<file path="src/rtl/ulb_pkg.sv">
package ulb_pkg;
  localparam int DW = 8;
  localparam int AW = 3;

  typedef enum logic [2:0] {TX_IDLE, TX_START, TX_DATA, TX_PAR, TX_STOP} tx_state_t;
  typedef enum logic [2:0] {RX_IDLE, RX_START, RX_DATA, RX_PAR, RX_STOP, RX_WAIT} rx_state_t;

  typedef struct packed {
    logic       even;
    logic       par_en;
    logic       two_stop;
    logic [1:0] wlen;
  } frame_cfg_t;

  localparam logic [AW-1:0] A_DATA = 3'd0;
  localparam logic [AW-1:0] A_IEN  = 3'd1;
  localparam logic [AW-1:0] A_IID  = 3'd2;
  localparam logic [AW-1:0] A_FMT  = 3'd3;
  localparam logic [AW-1:0] A_MCTL = 3'd4;
  localparam logic [AW-1:0] A_LSTS = 3'd5;
  localparam logic [AW-1:0] A_MSTS = 3'd6;
endpackage

</file>
<file path="src/rtl/ulb_tx.sv">
module ulb_tx
  import ulb_pkg::*;
#(
  parameter int OVS = 16
) (
  input  logic          clk,
  input  logic          rst,
  input  logic          tick,
  input  frame_cfg_t    cfg,
  input  logic          hold_full,
  input  logic [DW-1:0] hold_data,
  output logic          take,
  output logic          busy,
  output logic          txd
);
  localparam int CW = $clog2(OVS);
  localparam logic [CW-1:0] LAST_TICK = CW'(OVS - 1);

  tx_state_t     st;
  logic [CW-1:0] tcnt;
  logic [2:0]    bidx;
  logic [DW-1:0] sh;
  logic          par;
  logic          second;

  logic [2:0]    last_bit;
  logic [DW-1:0] masked;
  logic          par_bit;

  always_comb begin
    last_bit = 3'd4 + {1'b0, cfg.wlen};
    masked   = hold_data & (8'hFF >> (2'd3 - cfg.wlen));
    par_bit  = cfg.even ? (^masked) : ~(^masked);
    take     = (st == TX_IDLE) && hold_full;
    busy     = (st != TX_IDLE);
  end

  always_ff @(posedge clk) begin
    if (rst) begin
      st <= TX_IDLE; txd <= 1'b1; tcnt <= '0; bidx <= '0;
      sh <= '0; par <= 1'b0; second <= 1'b0;
    end else if (st == TX_IDLE) begin
      if (hold_full) begin
        st <= TX_START; txd <= 1'b0; sh <= masked; par <= par_bit; tcnt <= '0;
      end
    end else if (tick) begin
      tcnt <= (tcnt == LAST_TICK) ? '0 : tcnt + 1'b1;
      if (tcnt == LAST_TICK) begin
        case (st)
          TX_START: begin st <= TX_DATA; txd <= sh[0]; bidx <= '0; end
          TX_DATA: begin
            if (bidx == last_bit) begin
              if (cfg.par_en) begin st <= TX_PAR; txd <= par; end
              else begin st <= TX_STOP; txd <= 1'b1; second <= 1'b0; end
            end else begin
              bidx <= bidx + 1'b1; sh <= sh >> 1; txd <= sh[1];
            end
          end
          TX_PAR: begin st <= TX_STOP; txd <= 1'b1; second <= 1'b0; end
          TX_STOP: begin
            if (cfg.two_stop && !second) second <= 1'b1;
            else st <= TX_IDLE;
          end
          default: st <= TX_IDLE;
        endcase
      end
    end
  end


  idle_mark_chk: assert property (@(posedge clk) disable iff (rst)
    (st == TX_IDLE) |-> txd);

  start_low_chk: assert property (@(posedge clk) disable iff (rst)
    take |=> !txd);
endmodule

</file>
<file path="src/rtl/ulb_rx.sv">
module ulb_rx
  import ulb_pkg::*;
#(
  parameter int OVS = 16
) (
  input  logic          clk,
  input  logic          rst,
  input  logic          tick,
  input  logic [1:0]    wlen,
  input  logic          par_en,
  input  logic          even,
  input  logic          rxd,
  output logic          done,
  output logic [DW-1:0] data,
  output logic          perr,
  output logic          ferr,
  output logic          brk
);
  localparam int CW = $clog2(OVS);
  localparam logic [CW-1:0] LAST_TICK = CW'(OVS - 1);
  localparam logic [CW-1:0] MID_TICK  = CW'(OVS / 2 - 1);

  rx_state_t     st;
  logic [CW-1:0] tcnt;
  logic [2:0]    bidx;
  logic          pbit;
  logic          all_low;
  logic [2:0]    last_bit;
  logic          exp_par;

  always_comb begin
    last_bit = 3'd4 + {1'b0, wlen};
    exp_par  = even ? (^data) : ~(^data);
  end

  always_ff @(posedge clk) begin
    if (rst) begin
      st <= RX_IDLE; tcnt <= '0; bidx <= '0; data <= '0; pbit <= 1'b0;
      all_low <= 1'b0; done <= 1'b0; perr <= 1'b0; ferr <= 1'b0; brk <= 1'b0;
    end else begin
      done <= 1'b0;
      case (st)
        RX_IDLE: if (!rxd) begin st <= RX_START; tcnt <= '0; end
        RX_START: if (tick) begin
          if (tcnt == MID_TICK) begin
            tcnt <= '0;
            if (!rxd) begin st <= RX_DATA; bidx <= '0; data <= '0; all_low <= 1'b1; end
            else st <= RX_IDLE;
          end else tcnt <= tcnt + 1'b1;
        end
        RX_DATA: if (tick) begin
          if (tcnt == LAST_TICK) begin
            tcnt <= '0;
            data[bidx] <= rxd;
            if (rxd) all_low <= 1'b0;
            if (bidx == last_bit) st <= par_en ? RX_PAR : RX_STOP;
            else bidx <= bidx + 1'b1;
          end else tcnt <= tcnt + 1'b1;
        end
        RX_PAR: if (tick) begin
          if (tcnt == LAST_TICK) begin
            tcnt <= '0; pbit <= rxd; st <= RX_STOP;
            if (rxd) all_low <= 1'b0;
          end else tcnt <= tcnt + 1'b1;
        end
        RX_STOP: if (tick) begin
          if (tcnt == LAST_TICK) begin
            tcnt <= '0;
            done <= 1'b1;
            ferr <= !rxd;
            brk  <= !rxd && all_low;
            perr <= par_en && (pbit != exp_par);
            st   <= rxd ? RX_IDLE : RX_WAIT;
          end else tcnt <= tcnt + 1'b1;
        end
        RX_WAIT: if (rxd) st <= RX_IDLE;
        default: st <= RX_IDLE;
      endcase
    end
  end


  bit_range_chk: assert property (@(posedge clk) disable iff (rst)
    (st == RX_DATA) |-> (bidx <= last_bit));

  break_frames_chk: assert property (@(posedge clk) disable iff (rst)
    (done && brk) |-> ferr);
endmodule

</file>
<file path="src/rtl/ulb_modem.sv">
module ulb_modem (
  input  logic       clk,
  input  logic       rst,
  input  logic       loop,
  input  logic [3:0] mctl,
  input  logic       cts_n,
  input  logic       dsr_n,
  input  logic       ri_n,
  input  logic       dcd_n,
  input  logic       rd_clr,
  output logic [7:0] msts
);
  // vectors ordered {dcd, ri, dsr, cts}, active high
  logic [3:0] s1, s2, live, prev, dlt, evt;

  always_comb begin
    live = loop ? {mctl[3], mctl[2], mctl[0], mctl[1]} : s2;
    evt  = {prev[3] ^ live[3], prev[2] & ~live[2], prev[1] ^ live[1], prev[0] ^ live[0]};
    msts = {prev, dlt};
  end

  always_ff @(posedge clk) begin
    if (rst) begin
      s1 <= '0; s2 <= '0; prev <= '0; dlt <= '0;
    end else begin
      s1   <= {~dcd_n, ~ri_n, ~dsr_n, ~cts_n};
      s2   <= s1;
      prev <= live;
      dlt  <= (rd_clr ? 4'b0 : dlt) | evt;
    end
  end


  delta_clear_chk: assert property (@(posedge clk) disable iff (rst)
    (rd_clr && evt == 4'b0) |=> (msts[3:0] == 4'b0));
endmodule

</file>
<file path="src/rtl/uart_loop_chan.sv">
module uart_loop_chan
  import ulb_pkg::*;
#(
  parameter int OVS = 16
) (
  input  logic          clk,
  input  logic          rst,
  input  logic          baud16_en,
  input  logic          cs,
  input  logic          rd,
  input  logic          wr,
  input  logic [AW-1:0] addr,
  input  logic [DW-1:0] wdata,
  output logic [DW-1:0] rdata,
  output logic          tx,
  input  logic          rx,
  output logic          rts_n,
  output logic          dtr_n,
  output logic          out1_n,
  output logic          out2_n,
  input  logic          cts_n,
  input  logic          dsr_n,
  input  logic          ri_n,
  input  logic          dcd_n,
  output logic          irq,
  output logic          irq_oe
);
  logic [DW-1:0] thr, rhr, fmt;
  logic          thr_full, dr, oe, pe, fe, bi;
  logic [3:0]    ien;
  logic [4:0]    mctl;
  logic          loop;
  logic          take, tx_busy, txd;
  logic          rx_s1, rx_s2, rx_src;
  logic          rx_done, rx_perr, rx_ferr, rx_brk;
  logic [DW-1:0] rx_data;
  logic [7:0]    msts, lsts, iid;
  frame_cfg_t    cfg;
  logic          wr_hit, rd_hit;
  logic          p_line, p_data, p_empty, p_modem;

  assign loop   = mctl[4];
  assign cfg    = frame_cfg_t'(fmt[4:0]);
  assign wr_hit = cs && wr;
  assign rd_hit = cs && rd;
  assign rx_src = loop ? txd : rx;

  ulb_tx #(.OVS(OVS)) u_tx (
    .clk(clk), .rst(rst), .tick(baud16_en), .cfg(cfg),
    .hold_full(thr_full), .hold_data(thr), .take(take), .busy(tx_busy), .txd(txd)
  );

  ulb_rx #(.OVS(OVS)) u_rx (
    .clk(clk), .rst(rst), .tick(baud16_en), .wlen(cfg.wlen), .par_en(cfg.par_en),
    .even(cfg.even), .rxd(rx_s2), .done(rx_done), .data(rx_data),
    .perr(rx_perr), .ferr(rx_ferr), .brk(rx_brk)
  );

  ulb_modem u_modem (
    .clk(clk), .rst(rst), .loop(loop), .mctl(mctl[3:0]),
    .cts_n(cts_n), .dsr_n(dsr_n), .ri_n(ri_n), .dcd_n(dcd_n),
    .rd_clr(rd_hit && addr == A_MSTS), .msts(msts)
  );

  always_comb begin
    lsts    = {1'b0, ~thr_full & ~tx_busy, ~thr_full, bi, fe, pe, oe, dr};
    p_line  = ien[2] && (oe || pe || fe || bi);
    p_data  = ien[0] && dr;
    p_empty = ien[1] && !thr_full;
    p_modem = ien[3] && (msts[3:0] != 4'b0);
    if (p_line)       iid = 8'h06;
    else if (p_data)  iid = 8'h04;
    else if (p_empty) iid = 8'h02;
    else if (p_modem) iid = 8'h00;
    else              iid = 8'h01;
    irq    = p_line || p_data || p_empty || p_modem;
    irq_oe = mctl[3];
    tx     = loop ? 1'b1 : txd;
    dtr_n  = loop ? 1'b1 : ~mctl[0];
    rts_n  = loop ? 1'b1 : ~mctl[1];
    out1_n = loop ? 1'b1 : ~mctl[2];
    out2_n = loop ? 1'b1 : ~mctl[3];
    case (addr)
      A_DATA:  rdata = rhr;
      A_IEN:   rdata = {4'b0, ien};
      A_IID:   rdata = iid;
      A_FMT:   rdata = fmt;
      A_MCTL:  rdata = {3'b0, mctl};
      A_LSTS:  rdata = lsts;
      A_MSTS:  rdata = msts;
      default: rdata = '0;
    endcase
  end

  always_ff @(posedge clk) begin
    if (rst) begin
      rx_s1 <= 1'b1; rx_s2 <= 1'b1;
      thr <= '0; thr_full <= 1'b0; rhr <= '0; fmt <= '0; ien <= '0; mctl <= '0;
      dr <= 1'b0; oe <= 1'b0; pe <= 1'b0; fe <= 1'b0; bi <= 1'b0;
    end else begin
      rx_s1 <= rx_src;
      rx_s2 <= rx_s1;
      if (take) thr_full <= 1'b0;
      if (wr_hit) begin
        case (addr)
          A_DATA: begin thr <= wdata; thr_full <= 1'b1; end
          A_IEN:  ien  <= wdata[3:0];
          A_FMT:  fmt  <= wdata;
          A_MCTL: mctl <= wdata[4:0];
          default: ;
        endcase
      end
      if (rd_hit && addr == A_DATA) dr <= 1'b0;
      if (rd_hit && addr == A_LSTS) begin oe <= 1'b0; pe <= 1'b0; fe <= 1'b0; bi <= 1'b0; end
      if (rx_done) begin
        if (dr && !(rd_hit && addr == A_DATA)) oe <= 1'b1;
        else begin
          rhr <= rx_data; dr <= 1'b1;
          pe <= rx_perr; fe <= rx_ferr; bi <= rx_brk;
        end
      end
    end
  end


  irq_gate_chk: assert property (@(posedge clk) disable iff (rst)
    (wr_hit && addr == A_MCTL) |=> (irq_oe == $past(wdata[3])));

  loop_quiet_chk: assert property (@(posedge clk) disable iff (rst)
    (wr_hit && addr == A_MCTL && wdata[4]) |=> (tx && rts_n && dtr_n && out1_n && out2_n));

  ready_clear_chk: assert property (@(posedge clk) disable iff (rst)
    (rd_hit && addr == A_DATA && !rx_done) |=> !dr);

  overrun_set_chk: assert property (@(posedge clk) disable iff (rst)
    (rx_done && dr && !rd_hit) |=> oe);
endmodule

</file>
<file path="config.mk">
export PLATFORM = sky130hd
export DESIGN_NAME = uart_loop_chan
export DESIGN_NICKNAME = d
export VERILOG_FILES = /design/src/rtl/ulb_pkg.sv /design/src/rtl/ulb_tx.sv /design/src/rtl/ulb_rx.sv /design/src/rtl/ulb_modem.sv /design/src/rtl/uart_loop_chan.sv
export SDC_FILE = /design/constraint.sdc
export NUM_CORES = 1
export LEC_CHECK = 0
export BUFFER_PORTS_ARGS = -buffer_cell sky130_fd_sc_hd__buf_2
export CORE_AREA = 2 2 94 96
export CTS_BUF_LIST = sky130_fd_sc_hd__clkbuf_8 sky130_fd_sc_hd__clkbuf_16
export CTS_CLUSTER_SIZE = 20
export DETAILED_ROUTE_END_ITERATION = 10
export DIE_AREA = 0 0 96 98
export PLACE_DENSITY = 0.83
export SLEW_MARGIN = 10
export SYNTH_ARGS = -nofsm -noshare
export SYNTH_HDL_FRONTEND = slang
export SYNTH_HIERARCHICAL = 1
export SYNTH_SLANG_ARGS = --single-unit
</file>
<file path="constraint.sdc">
create_clock -name clk -period 3.15 [get_ports clk]
set_input_delay 0.1575 -clock clk [delete_from_list [all_inputs] [get_ports clk]]
set_output_delay 0.1575 -clock clk [all_outputs]
set_load 0.02 [all_outputs]
</file>
==> impl_metrics.json <==
{
  "drtPass1Iterations": 5,
  "setup_violations": 0,
  "overflow": 0,
  "portBuffers": 36,
  "die_y_um": 98,
  "grt_pass1_wl_um": 20000,
  "cp.depth": 7,
  "syn-cell-area_sq_mm": 0.005323,
  "arrival_ns": 2.18,
  "r2r_cells": 5,
  "layout.nets": 665,
  "htreeDepth": 3,
  "cp.required_ns": 2.99,
  "core_sq_mm": 0.008466,
  "numCtsBuffers": 9,
  "cts_resized": 0,
  "critPathLaunchType": "flip-flop",
  "finalHoldViolCount": 0,
  "cp_common_cell": "a21oi_1",
  "finalNonFillerCells": 751,
  "worst-setup-path-type": "reg2out",
  "die_x_um": 96,
  "layout-drive-gt1-share_pct": 12.29,
  "worstPathMaxFanout": 12,
  "crit_path_cell_trace": "nor3_2 > buf_4 > inv_1 > nor4b_1 > a21oi_1 > a21oi_1 > buf_2",
  "insertedDiodeCount": 0,
  "drc": 0,
  "hold_depth": 3,
  "globalplace.congestion": 0.9143,
  "critPathSlowestCell": "dfxtp_1",
  "grt_max_degree": 69,
  "period_needed_ns": 2.342,
  "num_vias": 4590,
  "vdd_drop_max_v": 0.0004171,
  "synth_seq_cells": 102,
  "io_pins": 37,
  "synth_cell_types": 77,
  "ant_nets": 0,
  "powerDensity_mw_per_mm2": 458.9,
  "drv_slew": 0,
  "avgRoutedWirePerCell_um": 16.31,
  "finalClockSkew_ns": 0.009452,
  "synth_warnings": 6,
  "grt_pass1_vias": 4255,
  "n_fill_cell": 691,
  "cts_buffer_depth": 2,
  "fmax_mhz": 427.0,
  "use_met3_pct": 6.096,
  "cts.sink_count": 102,
  "clk_transition_reported_paths_ns": 0.10,
  "holdWs_ns": 0.03295,
  "clockRootBuffer": "clkbuf_8",
  "cts_tree": "built",
  "globalRouteMet1Util_pct": 35.27,
  "max_slew.worst_pin.slew_ns": 0.7025,
  "dpl_cell_area_sq_mm": 0.005484,
  "grt-busiest-layer": "met2",
  "regArea_sq_mm": 0.002042,
  "track_usage_pct": 26.82,
  "final_cell_mix": "dfxtp_1, nor2_1, nand2_1, a21oi_1, buf_2",
  "crit_buf_inv": 3,
  "fin_tns_setup_ns": 0,
  "clk_latency_ns": 0.37,
  "syn_nets": 648,
  "drv_cap": 0,
  "routed_wl_um": 12250,
  "synth_edf_count": 0,
  "rows": 34,
  "fin_area_sq_mm": 0.005732,
  "synthFlopType": "dfxtp_1",
  "antenna_found_initial": 0,
  "drt_iter0_markers": 217,
  "final.period_utilization_pct": 74.34,
  "hpwl_um": 8473,
  "viasPerCell": 6.112,
  "start_util_pct": 62.87,
  "status": "finished clean",
  "mostFrequentLayoutCell": "dfxtp_1",
  "syn_inst": 622,
  "syn-mean-instance-area_sq_um": 8.557,
  "ys_seq_area_share_pct": 38.36,
  "die-area_sq_mm": 0.009408,
  "critPathMaxStageDelay_ns": 0.43,
  "hold_path_class": "in2reg",
  "async_flop_share_pct": 0,
  "end_kind": "primary output",
  "place_inst": 732,
  "relSlewSlack_pct": 52.78,
  "multiInputGateArea_sq_mm": 0.003045,
  "grt_use_met2_pct": 42.79,
  "area_growth_pct": 7.687,
  "p_leak_uw": 0.002028,
  "crit_family": "simple AND/OR/NAND/NOR gates",
  "final_util_pct": 67.71,
  "rsz0062_at_grt": "no"
}
## power by group
group / internal (uW) / switching [uW]
Sequential: 1320 / 62.2
Combinational: 160 / 215
Clock: 427 / 444
Total: 1910 / 721
## cell families (layout without fill, tap and decap cells)
logic type,after synthesis,after routing,share of synthesized area [%]
muxes,33,33,6.441
xor gates and xnor gates,24,24,4.208
DFF,102,102,38.36
buffers and inverters,51,72,4.419
AOI/OAI and AO/OA,150,150,19.61
adders and majority gates,4,4,0.9403
and+or+nand+nor,258,258,26.02
## cell type report
| class | count | share of cell area, % |
|---|---|---|
| clock buffers | 12 | 2.881 |
| flip-flops and latches | 102 | 35.63 |
| well taps | 108 | 2.358 |
| clock inverters | 3 | 0.7422 |
| multi-input cells | 469 | 53.13 |
| repair buffers | 44 | 4.410 |
| inverters | 13 | 0.8513 |
## stage by stage
stage | total power (uW) | setup WS, ns
after global routing | 2738 | 0.6244
final | 2630 | 0.8082
after CTS | 2636 | 0.7894
after floorplan | 1692 | 1.271
after global placement | 1760 | 1.210
after detailed placement | 1776 | 1.162
## metal layers
metal | up-vias | share of wire (%)
met5 | - | 0
met1 | 2172 | 45
met3 | 25 | 5.6
met4 | 0 | 2.2
li1 | 2251 | -
met2 | 142 | 48
## worst reg2reg max path: cells and delay by family (launching register included)
family | cells | cell delay [ns]
and+or+nand+nor | 3 | 0.95
DFF | 1 | 0.60
AOI/OAI and AO/OA | 2 | 0.44
## flip-flops by register name, indices dropped and copies added, names as in the netlist, 3 cells and up
| name | flops |
|---|---|
| u_tx/sh | 8 |
| u_tx/tcnt | 4 |
| fmt | 8 |
| rhr | 8 |
| mctl | 5 |
| u_tx/bidx | 3 |
| u_modem/s1 | 4 |
| u_rx/tcnt | 4 |
| u_modem/s2 | 4 |
| thr | 8 |
| u_modem/prev | 4 |
| u_rx/st | 3 |
| u_rx/bidx | 3 |
| ien | 4 |
| u_modem/dlt | 4 |
| u_tx/st | 3 |
| u_rx/data | 8 |
## repair_timing
action / in CTS / in global routing
setup endpoints to repair: 0 / 0
hold endpoints to repair: 4 / 0
setup buffers: 0 / 0
hold buffers: 4 / 0
## path summary, 6_finish.rpt
| kind | start | to | slack, ns |
|---|---|---|---|
| setup / recovery | u_tx/st[2]$_SDFFE_PP0P_ | rdata[6] | 0.81 |
| setup reg to reg | u_rx/st[0]$_SDFFE_PP0P_ | u_rx/data[2]$_SDFFE_PP0P_ | 1.10 |
| hold reg to reg | rx_s1$_SDFF_PP1_ | rx_s2$_SDFF_PP1_ | 0.43 |
| hold / removal | wdata[5] | thr[5]$_SDFFE_PP0P_ | 0.03 |
## synth_stat cells (all sizes together) (6+ instances only)
master / n / area (sq um)
a211oi: 6 / 45.04
a21oi: 50 / 250.2
a311oi: 11 / 132.6
buf: 19 / 112.6
clkbuf: 19 / 73.82
dfxtp: 102 / 2042
inv: 13 / 48.80
mux2i: 32 / 320.3
nand2: 60 / 232.7
nand2b: 34 / 220.2
nand3: 13 / 65.06
nand3b: 6 / 45.04
nand4b: 13 / 113.9
nor2: 70 / 262.8
nor2b: 12 / 75.07
nor3: 8 / 61.31
o211ai: 11 / 87.58
o21ai: 28 / 140.1
xnor2: 17 / 148.9
xor2: 6 / 52.55
No activity file was read; power rests on OpenSTA's default activity.
